===== config.mk =====
export PLATFORM = sky130hd
export DESIGN_NAME = dualreg_timer
export DESIGN_NICKNAME = d
export VERILOG_FILES = /design/src/rtl/dualreg_timer_pkg.sv /design/src/rtl/dualreg_timer_edge.sv /design/src/rtl/dualreg_timer_dp.sv /design/src/rtl/dualreg_timer_ctrl.sv /design/src/rtl/dualreg_timer.sv
export SDC_FILE = /design/constraint.sdc
export NUM_CORES = 1
export LEC_CHECK = 0
export BUFFER_PORTS_ARGS = -buffer_cell sky130_fd_sc_hd__buf_2
export CORE_ASPECT_RATIO = 1.2
export CORE_MARGIN = 2
export CORE_UTILIZATION = 55
export DETAILED_ROUTE_END_ITERATION = 7
export PLACE_DENSITY = 0.76
export SETUP_SLACK_MARGIN = 0.5
export SYNTH_ARGS = -nofsm -noshare
export SYNTH_HDL_FRONTEND = slang
export SYNTH_SLANG_ARGS = --single-unit

===== constraint.sdc =====
create_clock -name clk -period 3.15 [get_ports clk]
set_input_delay 0.63 -clock clk [delete_from_list [all_inputs] [get_ports clk]]
set_output_delay 0.63 -clock clk [all_outputs]
set_load 0.02 [all_outputs]

===== src/rtl/dualreg_timer_pkg.sv =====
package dualreg_timer_pkg;
  localparam int ADDR_W = 2;
  localparam int CTRL_W = 9;
  localparam logic [ADDR_W-1:0] ADDR_CNT  = 2'd0;
  localparam logic [ADDR_W-1:0] ADDR_A    = 2'd1;
  localparam logic [ADDR_W-1:0] ADDR_B    = 2'd2;
  localparam logic [ADDR_W-1:0] ADDR_CTRL = 2'd3;

  // control word bit positions
  localparam int BIT_RUN   = 0;
  localparam int BIT_MODE  = 1;
  localparam int BIT_PNDA  = 4;
  localparam int BIT_ENA   = 5;
  localparam int BIT_PNDB  = 6;
  localparam int BIT_ENB   = 7;
  localparam int BIT_EVFAL = 8;

  typedef enum logic [2:0] {
    MODE_EVENT     = 3'b000,
    MODE_PWM_PIN   = 3'b100,
    MODE_PWM_QUIET = 3'b101,
    MODE_CAP_RISE  = 3'b110,
    MODE_CAP_FALL  = 3'b111
  } mode_e;

  typedef struct packed {
    logic decCnt;
    logic reloadA;
    logic reloadB;
    logic capA;
    logic capB;
  } dp_strobe_t;
endpackage


===== src/rtl/dualreg_timer_edge.sv =====
module dualreg_timer_edge (
  input  logic clk,
  input  logic rst_n,
  input  logic pinIn,
  output logic rise,
  output logic fall
);
  logic syncQ;
  logic prevQ;

  always_ff @(posedge clk or negedge rst_n) begin
    if (!rst_n) begin
      syncQ <= 1'b0;
      prevQ <= 1'b0;
    end else begin
      syncQ <= pinIn;
      prevQ <= syncQ;
    end
  end

  assign rise = syncQ & ~prevQ;
  assign fall = ~syncQ & prevQ;
endmodule


===== src/rtl/dualreg_timer_dp.sv =====
module dualreg_timer_dp
  import dualreg_timer_pkg::*;
#(
  parameter int W = 16
) (
  input  logic              clk,
  input  logic              wrEn,
  input  logic [ADDR_W-1:0] wrAddr,
  input  logic [W-1:0]      wrData,
  input  dp_strobe_t        stb,
  output logic [W-1:0]      cntVal,
  output logic [W-1:0]      regAVal,
  output logic [W-1:0]      regBVal,
  output logic              cntZero
);
  logic [W-1:0] cntQ;
  logic [W-1:0] regAQ;
  logic [W-1:0] regBQ;

  // counter and companions power up undefined; the host loads them
  always_ff @(posedge clk) begin
    if (wrEn && wrAddr == ADDR_CNT)  cntQ <= wrData;
    else if (stb.reloadA)            cntQ <= regAQ;
    else if (stb.reloadB)            cntQ <= regBQ;
    else if (stb.decCnt)             cntQ <= cntQ - 1'b1;

    if (wrEn && wrAddr == ADDR_A)    regAQ <= wrData;
    else if (stb.capA)               regAQ <= cntQ;

    if (wrEn && wrAddr == ADDR_B)    regBQ <= wrData;
    else if (stb.capB)               regBQ <= cntQ;
  end

  assign cntVal  = cntQ;
  assign regAVal = regAQ;
  assign regBVal = regBQ;
  assign cntZero = (cntQ == '0);
endmodule


===== src/rtl/dualreg_timer_ctrl.sv =====
module dualreg_timer_ctrl
  import dualreg_timer_pkg::*;
(
  input  logic              clk,
  input  logic              rst_n,
  input  logic              cntEn,
  input  logic              wrEn,
  input  logic [ADDR_W-1:0] wrAddr,
  input  logic [CTRL_W-1:0] wrData,
  input  logic              pinAIn,
  input  logic              pinBIn,
  input  logic              cntZero,
  output dp_strobe_t        stb,
  output logic [CTRL_W-1:0] ctrlWord,
  output logic              pinAOut,
  output logic              pinAOe,
  output logic              irq
);
  localparam int NPIN = 2;

  logic       run, pendA, enA, pendB, enB, evFall;
  logic [2:0] mode;
  logic       phaseB;
  logic       pinQ;

  logic [NPIN-1:0] pinVec;
  logic [NPIN-1:0] pinRise;
  logic [NPIN-1:0] pinFall;
  logic [NPIN-1:0] capSel;

  assign pinVec = {pinBIn, pinAIn};

  for (genvar i = 0; i < NPIN; i++) begin : g_edge
    dualreg_timer_edge u_edge (
      .clk   (clk),
      .rst_n (rst_n),
      .pinIn (pinVec[i]),
      .rise  (pinRise[i]),
      .fall  (pinFall[i])
    );
    assign capSel[i] = mode[0] ? pinFall[i] : pinRise[i];
  end

  logic isPwm, isCap, isEvt, tick, underflow, wrCtrl;

  assign isPwm  = (mode[2:1] == 2'b10);
  assign isCap  = (mode[2:1] == 2'b11);
  assign isEvt  = (mode == MODE_EVENT);
  assign wrCtrl = wrEn && (wrAddr == ADDR_CTRL);

  always_comb begin
    tick = 1'b0;
    if (isPwm)      tick = run & cntEn;
    else if (isCap) tick = cntEn;
    else if (isEvt) tick = run & (evFall ? pinFall[0] : pinRise[0]);
  end

  assign underflow = tick & cntZero;

  always_comb begin
    stb.decCnt  = isCap ? tick : (tick & ~cntZero);
    stb.reloadA = underflow & (isEvt | (isPwm & ~phaseB));
    stb.reloadB = underflow & isPwm & phaseB;
    stb.capA    = isCap & capSel[0];
    stb.capB    = isCap & capSel[1];
  end

  always_ff @(posedge clk or negedge rst_n) begin
    if (!rst_n) begin
      run    <= 1'b0;
      mode   <= 3'b000;
      pendA  <= 1'b0;
      enA    <= 1'b0;
      pendB  <= 1'b0;
      enB    <= 1'b0;
      evFall <= 1'b0;
      phaseB <= 1'b0;
      pinQ   <= 1'b0;
    end else begin
      if (wrCtrl) begin
        mode   <= wrData[BIT_MODE +: 3];
        enA    <= wrData[BIT_ENA];
        enB    <= wrData[BIT_ENB];
        evFall <= wrData[BIT_EVFAL];
      end
      // hardware sets win over a clearing write
      run   <= (wrCtrl ? wrData[BIT_RUN]  : run)   | (isCap & underflow);
      pendA <= (wrCtrl ? wrData[BIT_PNDA] : pendA) | stb.reloadA | stb.capA;
      pendB <= (wrCtrl ? wrData[BIT_PNDB] : pendB) | stb.capB;

      if (wrCtrl && wrData[BIT_RUN] && !run) phaseB <= 1'b0;
      else if (isPwm && underflow)           phaseB <= ~phaseB;

      if (mode == MODE_PWM_PIN && underflow) pinQ <= ~pinQ;
    end
  end

  assign ctrlWord = {evFall, enB, pendB, enA, pendA, mode, run};
  assign pinAOut  = pinQ;
  assign pinAOe   = (mode == MODE_PWM_PIN);
  assign irq      = (pendA & enA) | (pendB & enB) | (isCap & run & enA);
endmodule


===== src/rtl/dualreg_timer.sv =====
module dualreg_timer
  import dualreg_timer_pkg::*;
#(
  parameter int CNT_W = 16
) (
  input  logic              clk,
  input  logic              rst_n,
  input  logic              cntEn,
  input  logic              wrEn,
  input  logic [ADDR_W-1:0] wrAddr,
  input  logic [CNT_W-1:0]  wrData,
  input  logic [ADDR_W-1:0] rdAddr,
  output logic [CNT_W-1:0]  rdData,
  input  logic              pinAIn,
  input  logic              pinBIn,
  output logic              pinAOut,
  output logic              pinAOe,
  output logic              irq
);
  localparam int PAD_W = CNT_W - CTRL_W;

  dp_strobe_t        stb;
  logic              cntZero;
  logic [CTRL_W-1:0] ctrlWord;
  logic [CNT_W-1:0]  cntVal;
  logic [CNT_W-1:0]  regAVal;
  logic [CNT_W-1:0]  regBVal;

  dualreg_timer_ctrl u_ctrl (
    .clk      (clk),
    .rst_n    (rst_n),
    .cntEn    (cntEn),
    .wrEn     (wrEn),
    .wrAddr   (wrAddr),
    .wrData   (wrData[CTRL_W-1:0]),
    .pinAIn   (pinAIn),
    .pinBIn   (pinBIn),
    .cntZero  (cntZero),
    .stb      (stb),
    .ctrlWord (ctrlWord),
    .pinAOut  (pinAOut),
    .pinAOe   (pinAOe),
    .irq      (irq)
  );

  dualreg_timer_dp #(.W(CNT_W)) u_dp (
    .clk     (clk),
    .wrEn    (wrEn),
    .wrAddr  (wrAddr),
    .wrData  (wrData),
    .stb     (stb),
    .cntVal  (cntVal),
    .regAVal (regAVal),
    .regBVal (regBVal),
    .cntZero (cntZero)
  );

  always_comb begin
    case (rdAddr)
      ADDR_CNT: rdData = cntVal;
      ADDR_A:   rdData = regAVal;
      ADDR_B:   rdData = regBVal;
      default:  rdData = {{PAD_W{1'b0}}, ctrlWord};
    endcase
  end
endmodule


# Yosys cells after proc, flatten, opt, wreduce, memory -nomap -nowiden
# Index checks and enable logic that the tools add are counted.
totals:
  register_bits: 63
  input_bits: 26
  out_inout_bits: 19
  word_cells: 96
op_classes:
  addsub: 1
  eq_ne: 8
  n_mux: 21
  n_bitwise: 33
  n_reduce_logical: 17
ops:
  columns: ["cell", "count"]
  rows:
  - ["2-to-1 mux 16 bit", 8]
  - ["case mux 16 bit (3 select lines)", 1]
  - ["bitwise AND 1 bit", 19]
  - ["zero test 16 bit", 1]
  - ["subtractor 16 x 1 -> 16 bit (second input constant)", 1]
  - ["2-to-1 mux 1 bit", 12]
  - ["== test 2 bit (second input constant)", 5]
  - ["logical AND 1 bit", 8]
  - ["inverter 1 bit", 7]
  - ["OR 1 bit", 7]
  - ["nonzero test 2 bit", 3]
  - ["== test 2 x 1 -> 1 bit (second input constant)", 2]
  - ["zero test 2 bit", 2]
  - ["nonzero test 4 bit", 1]
  - ["== test 3 bit (second input constant)", 1]
  - ["zero test 3 bit", 1]
  - ["zero test 1 bit", 1]

# Logic depth before layout (Yosys ltp)
logic_depth:
  word_depth: 13
  ltp_mapped: 9
  depth_no_buf: 7

# Hierarchy
# Synthesis repeated with hierarchy kept, for this count alone.
unflattened:
  hier_cells: 305
  area_unflattened_um2: 3748.6
modules_own_cells:
  columns: ["module", "n_inst", "cells_per_inst", "area_each_um2"]
  rows:
  - ["dualreg_timer_dp", 1, 212, 2592.5]
  - ["dualreg_timer_ctrl", 1, 56, 620.6]
  - ["dualreg_timer", 1, 29, 405.4]
  - ["dualreg_timer_edge", 2, 4, 65.1]

# Worst setup path after synthesis
# No wires, ideal clock.
synth_path:
  path_type: "register to register"
  start: "register u_dp.cntQ[6] (netlist: u_dp.cntVal[6])"
  end: "register u_dp.cntQ[0] (netlist: u_dp.cntVal[0]), enable pin"
  setup_ps: 375
  arrival_time_ps: 2376
  path_slack_ps: 399
  stages_incl_launch_ff: 9
  synth_period_minus_slack_ps: 2751
  cell_sequence: "edfxtp_1 > buf_6 > or3_1 > or4_4 > a211oi_2 > buf_6 > buf_8 > nand2_1 > nand3_1"
synth_between:
  elab_chain_cells: 5
  word_cells_on_any_way: 9
  classes_between: "1 x mux; 6 x bitwise; 2 x reduce/logical"
synth_rtl:
  columns: ["element", "line", "text"]
  rows:
  - ["from (decl)", "dualreg_timer_dp.sv:16", "logic [W-1:0] cntQ;"]
  - ["from (signal assigned)", "dualreg_timer_dp.sv:22", "if (wrEn && wrAddr == ADDR_CNT) cntQ <= wrData;"]
  - ["from (signal assigned)", "dualreg_timer_dp.sv:23", "else if (stb.reloadA) cntQ <= regAQ;"]
  - ["from (signal assigned)", "dualreg_timer_dp.sv:24", "else if (stb.reloadB) cntQ <= regBQ;"]
  - ["zero test 16 bit (*)", "dualreg_timer_dp.sv:37", "assign cntZero = (cntQ == '0);"]
  - ["bitwise AND 1 bit or inverter 1 bit (tied branches)", "dualreg_timer_ctrl.sv:58, dualreg_timer_ctrl.sv:61", null]
  - ["bitwise AND 1 bit (on tied branches)", "dualreg_timer_ctrl.sv:63, dualreg_timer_ctrl.sv:61", null]
  - ["bitwise AND 1 bit or 2-to-1 mux 1 bit (tied branches)", "dualreg_timer_ctrl.sv:63, dualreg_timer_ctrl.sv:61", null]
  - ["nonzero test 4 bit (no source line) (*)", null, null]
# Every way passes the cells marked *; elsewhere a longest branch is shown, timed or not.
# A chain may end at the register's enable or synchronous reset.

# Worst setup path after layout
layout_path:
  start: "register u_dp.cntQ[6] (netlist: u_dp.cntVal[6])"
  end: "register u_dp.cntQ[3] (netlist: u_dp.cntVal[3]) (data pin)"
layout_between:
  elab_chain_cells: 7
  word_cells_on_any_way: 8
  classes_between: "3 x mux; 4 x bitwise; 1 x reduce/logical"
layout_rtl:
  columns: ["element", "line", "text"]
  rows:
  - ["zero test 16 bit (*)", "dualreg_timer_dp.sv:37", null]
  - ["bitwise AND 1 bit (*)", "dualreg_timer_ctrl.sv:58", "assign underflow = tick & cntZero;"]
  - ["bitwise AND 1 bit (2 in a row)", "dualreg_timer_ctrl.sv:63", "stb.reloadB = underflow & isPwm & phaseB;"]
  - ["2-to-1 mux 16 bit", "dualreg_timer_dp.sv:24", null]
  - ["2-to-1 mux 16 bit (*)", "dualreg_timer_dp.sv:23", null]
  - ["2-to-1 mux 16 bit (*)", "dualreg_timer_dp.sv:22", null]
# Marked as above.

==> flow_summary_export.csv <==
group,metric,value,unit
synth,postSynth.topFlopCell,"sky130_fd_sc_hd__edfxtp_1",
setup_path,critPathRequiredTime,3.24,ns
synth,synthesis.yosys.warnings,0,
routing,detail_route.vias_per_cell,6.26,
clock_tree,clock_h_tree_levels,3,
clock_tree,worst_skew_pair.late_latency,0.35,ns
floorplanning,die_w,80.1,µm
grt,grt_first_pass_wirelength,15100,µm
timing,timing.final.max_slew_violations,0,
grt,globalRoute.totalOverflow,0,
synth,synth_cells,335,
synth,number_of_synthesized_flops_with_an_enable_pin,48,
clock_tree,ctsHoldBuffers,0,
cells_and_area,insertedDiodeCount,0,
setup_path,arrival,2.72,ns
synth,synth_fp_nets,363,
setup_path,setup.worst_path.start_class,"flip-flop",
routing,ant_nets,0,
clock_tree,ctsLongestPathBuffers,2,
synth,yosysSeqAreaShare,0.475,
routing,drt_wl_total,9560,µm
cells_and_area,area_grow_syn2layout,17.2,%
clock_tree,tritoncts,"yes",
power,netSwitchingPower,0.716,mW
power,power-per-cell-area,550,nW/µm²
grt,maximum_number_of_pins_on_one_net_before_global_route_repair,18,
setup_path,crit_path_max_incr_delay,0.60,ns
placement,finalWeightedCongestion,0.916,
setup_path,endpoint_kind,"flip-flop",
power,power_frac_comb,0.220,
placement,dp_cells,459,
cells_and_area,finalNetCount,421,
cells_and_area,final_cells,485,
setup_path,r2r_setup_slack,0.52,ns
timing,headroom_to_the_max_slew_limit,0.365,
power,power_frac_seq,0.462,
timing,achievable-frequency,380,MHz
timing,unrepaired_setup_endpoints_after_global_routing,"true",
routing,via_count,3036,
hold_path,min_path_type,"primary input to asynchronous set/reset pin",
timing,hold_violations,0,
timing,fin_hold_ws,0.166,ns
grt,antenna_found_initial,0,
setup_path,critPathSlowestCell,"sky130_fd_sc_hd__or4_4",
synth,asyncSetResetFlopFracSynth,0.238,
timing,skew,0.0100,ns
routing,remaining_drc_errors,0,
clock_tree,clk_transition_reported_paths,0.07,ns
run_status,status,"complete, no violations",
clock_tree,cts-root-buf,"sky130_fd_sc_hd__clkbuf_8",
cells_and_area,layout-drive-gt1-share,0.364,
synth,avg_inst_size_synth,11.4,µm²
routing,drt_first_pass_iters,5,
cells_and_area,fillerInstances,533,
timing,setup_viol,0,
routing,drt_first_iter_violations,218,
routing,post_drt_wl_per_cell,19.7,µm
floorplanning,rows,33,
floorplanning,starting_density_of_the_core,0.564,
clock_tree,cts.sinks,63,
power,power.clock.fraction,0.317,
timing,timing.final.crit_period,2.63,ns
placement,io_buffers,44,
synth,synth_cell_type_count,52,
setup_path,timing_worst_setup_path_type,"flip-flop to flip-flop",
timing,layout_worst_path_cycle_share,0.836,
synth,synth_seq_cells,63,
power,switching_share,0.291,
floorplanning,die-area,7630,µm²
power,leakage,1.70,nW
setup_path,crit_fanout,12,
setup_path,timing.critical_path.cells,"or3_1 > or4_4 > a211oi_4 > buf_4 > nor3b_1 > o31ai_1",
flow_run,number_of_violations_of_the_max_capacitance_limit,0,
timing,timing_worst_slew_pin_value,0.953,ns
floorplanning,die_y,95.3,µm
power,power.internal,1.75,mW
placement,post-dp-hpwl,6530,µm
grt,via_count_of_the_first_global_routing_pass,2950,
grt,grt.total_usage,0.263,
clock_tree,cts_buf_count,9,
timing,finalSetupTns,0,ns
power,worst_ir_drop_vdd,376,µV
floorplanning,coreArea,6770,µm²
synth,synth_area,3820,µm²
floorplanning,design.portCount,45,
## worst max-delay path: cells and delay by family (launching register included)
family	cells	cell delay [ns]
AND/OR/NAND/NOR	3	1.29
flip-flops	1	0.47
buffers and inverters	1	0.23
AO/OA/AOI/OAI	2	0.39
## worst paths after layout
kind | from | cells after the start | to
worst min register to register | u_ctrl.g_edge[1].u_edge.syncQ | 0 | u_ctrl.g_edge[1].u_edge.prevQ
min in group clk | pinAIn | 1 | u_ctrl.g_edge[0].u_edge.syncQ
worst max register to register | u_dp.cntVal[6] | 6 | u_dp.cntVal[3]
worst max-delay path | u_dp.cntVal[6] | 6 | u_dp.cntVal[3]
max in group asynchronous | rst_n | 1 | u_ctrl.pendA
worst min-delay path | rst_n | 1 | u_ctrl.enA
## power by group through the flow
stage                     Clock [mW]  Sequential, mW  Combinational [mW]
after floorplan                    0            1.09               0.392
after global placement             0            1.15               0.492
after detailed placement           0            1.16               0.500
after CTS                      0.786            1.14               0.507
after global routing           0.821            1.15               0.588
final                          0.781            1.14               0.543
## Yosys cell counts (3+ instances only)
master / number / area share
sky130_fd_sc_hd__nand3b_1: 4 / 0.0079
sky130_fd_sc_hd__mux4_2: 9 / 0.053
sky130_fd_sc_hd__edfxtp_1: 48 / 0.38
sky130_fd_sc_hd__o21ai_0: 25 / 0.033
sky130_fd_sc_hd__nand2_1: 33 / 0.032
sky130_fd_sc_hd__nand3_1: 10 / 0.013
sky130_fd_sc_hd__nand2b_1: 5 / 0.0082
sky130_fd_sc_hd__nand4_1: 4 / 0.0065
sky130_fd_sc_hd__dfrtp_1: 15 / 0.098
sky130_fd_sc_hd__a21oi_1: 5 / 0.0065
sky130_fd_sc_hd__nor3_1: 3 / 0.0039
sky130_fd_sc_hd__or3_1: 4 / 0.0065
sky130_fd_sc_hd__mux2i_1: 9 / 0.024
sky130_fd_sc_hd__o31ai_1: 11 / 0.022
sky130_fd_sc_hd__clkbuf_1: 18 / 0.018
sky130_fd_sc_hd__o21ai_1: 3 / 0.0039
sky130_fd_sc_hd__xnor2_1: 11 / 0.025
sky130_fd_sc_hd__nor3b_1: 14 / 0.028
sky130_fd_sc_hd__nor2_1: 20 / 0.020
sky130_fd_sc_hd__inv_1: 5 / 0.0049
sky130_fd_sc_hd__mux2_2: 41 / 0.12
## repair_timing
action	4_1_cts	5_1_grt
setup endpoints to repair	27	13
buffers inserted	0	10
endpoints found under the hold margin	0	0
gates resized for setup	2	1
## layout make-up
class	count	area, µm²	area share
inverters	5	18.8	0.00419
well taps	87	109	0.0243
clock buffers	10	138	0.0307
clock inverters	6	83.8	0.0187
flip-flops and latches	63	1820	0.406
multi-input cells	245	1900	0.425
repair buffers	69	408	0.0911
## cell usage in the layout, fill, tap and decap left out, types with 3 or more instances in the layout
cell | Yosys | routed
sky130_fd_sc_hd__buf_2 | 1 | 44
sky130_fd_sc_hd__o21ai_1 | 3 | 3
sky130_fd_sc_hd__nor3b_1 | 14 | 13
sky130_fd_sc_hd__xnor2_1 | 11 | 11
sky130_fd_sc_hd__nand3b_1 | 4 | 4
sky130_fd_sc_hd__nor3_1 | 3 | 3
sky130_fd_sc_hd__mux2_2 | 41 | 41
sky130_fd_sc_hd__o31ai_1 | 11 | 11
sky130_fd_sc_hd__or3_1 | 4 | 4
sky130_fd_sc_hd__inv_1 | 5 | 5
sky130_fd_sc_hd__a21oi_1 | 5 | 5
sky130_fd_sc_hd__o21ai_0 | 25 | 25
sky130_fd_sc_hd__nand2b_1 | 5 | 5
sky130_fd_sc_hd__nor2_1 | 20 | 20
sky130_fd_sc_hd__mux4_2 | 9 | 9
sky130_fd_sc_hd__nand3_1 | 10 | 9
sky130_fd_sc_hd__buf_4 | 0 | 25
sky130_fd_sc_hd__mux2i_1 | 9 | 9
sky130_fd_sc_hd__nand4_1 | 4 | 4
sky130_fd_sc_hd__clkbuf_8 | 0 | 10
sky130_fd_sc_hd__dfrtp_1 | 15 | 15
sky130_fd_sc_hd__nand2_1 | 33 | 33
sky130_fd_sc_hd__edfxtp_1 | 48 | 48
## kinds of logic (layout without fill, tap and decap cells)
| logic type | Yosys count | count (layout) | synth area share |
|---|---|---|---|
| AND/OR/NAND/NOR | 111 | 111 | 0.154 |
| buffers and inverters | 27 | 90 | 0.0337 |
| AO/OA/AOI/OAI | 60 | 60 | 0.103 |
| multiplexers | 59 | 59 | 0.197 |
| adder cells (fa/ha/maj) | 2 | 2 | 0.00655 |
| XOR/XNOR | 13 | 13 | 0.0298 |
| flip-flops | 63 | 63 | 0.475 |
## flip-flops by register name, summed over array words and instances, names as in the netlist, 2 cells and up
register,flops
u_ctrl.mode,3
u_ctrl.g_edge.u_edge.syncQ,2
u_ctrl.g_edge.u_edge.prevQ,2
u_dp.cntVal,16
u_dp.regBVal,16
u_dp.regAVal,16
## per-stage QoR
step	util	setup slack (ns)	total power, mW	area, µm²
global route	0.661	0.436	2.56	4480
detailed placement	0.615	0.442	1.66	4160
global placement	0.615	0.519	1.64	4160
finish	0.661	0.517	2.46	4480
CTS	0.650	0.519	2.44	4400
floorplan	-	0.532	1.49	3830
## metal layers
metal  vias to the layer above  global-route usage  wire length [µm]
met5                         -                   0                 0
met4                         0              0.0833               197
met3                        24              0.0691               538
met2                       118               0.435              4900
met1                      1509               0.340              3930
li1                       1385                   -                 -
Note: power is estimated with default switching activity, not from simulation.
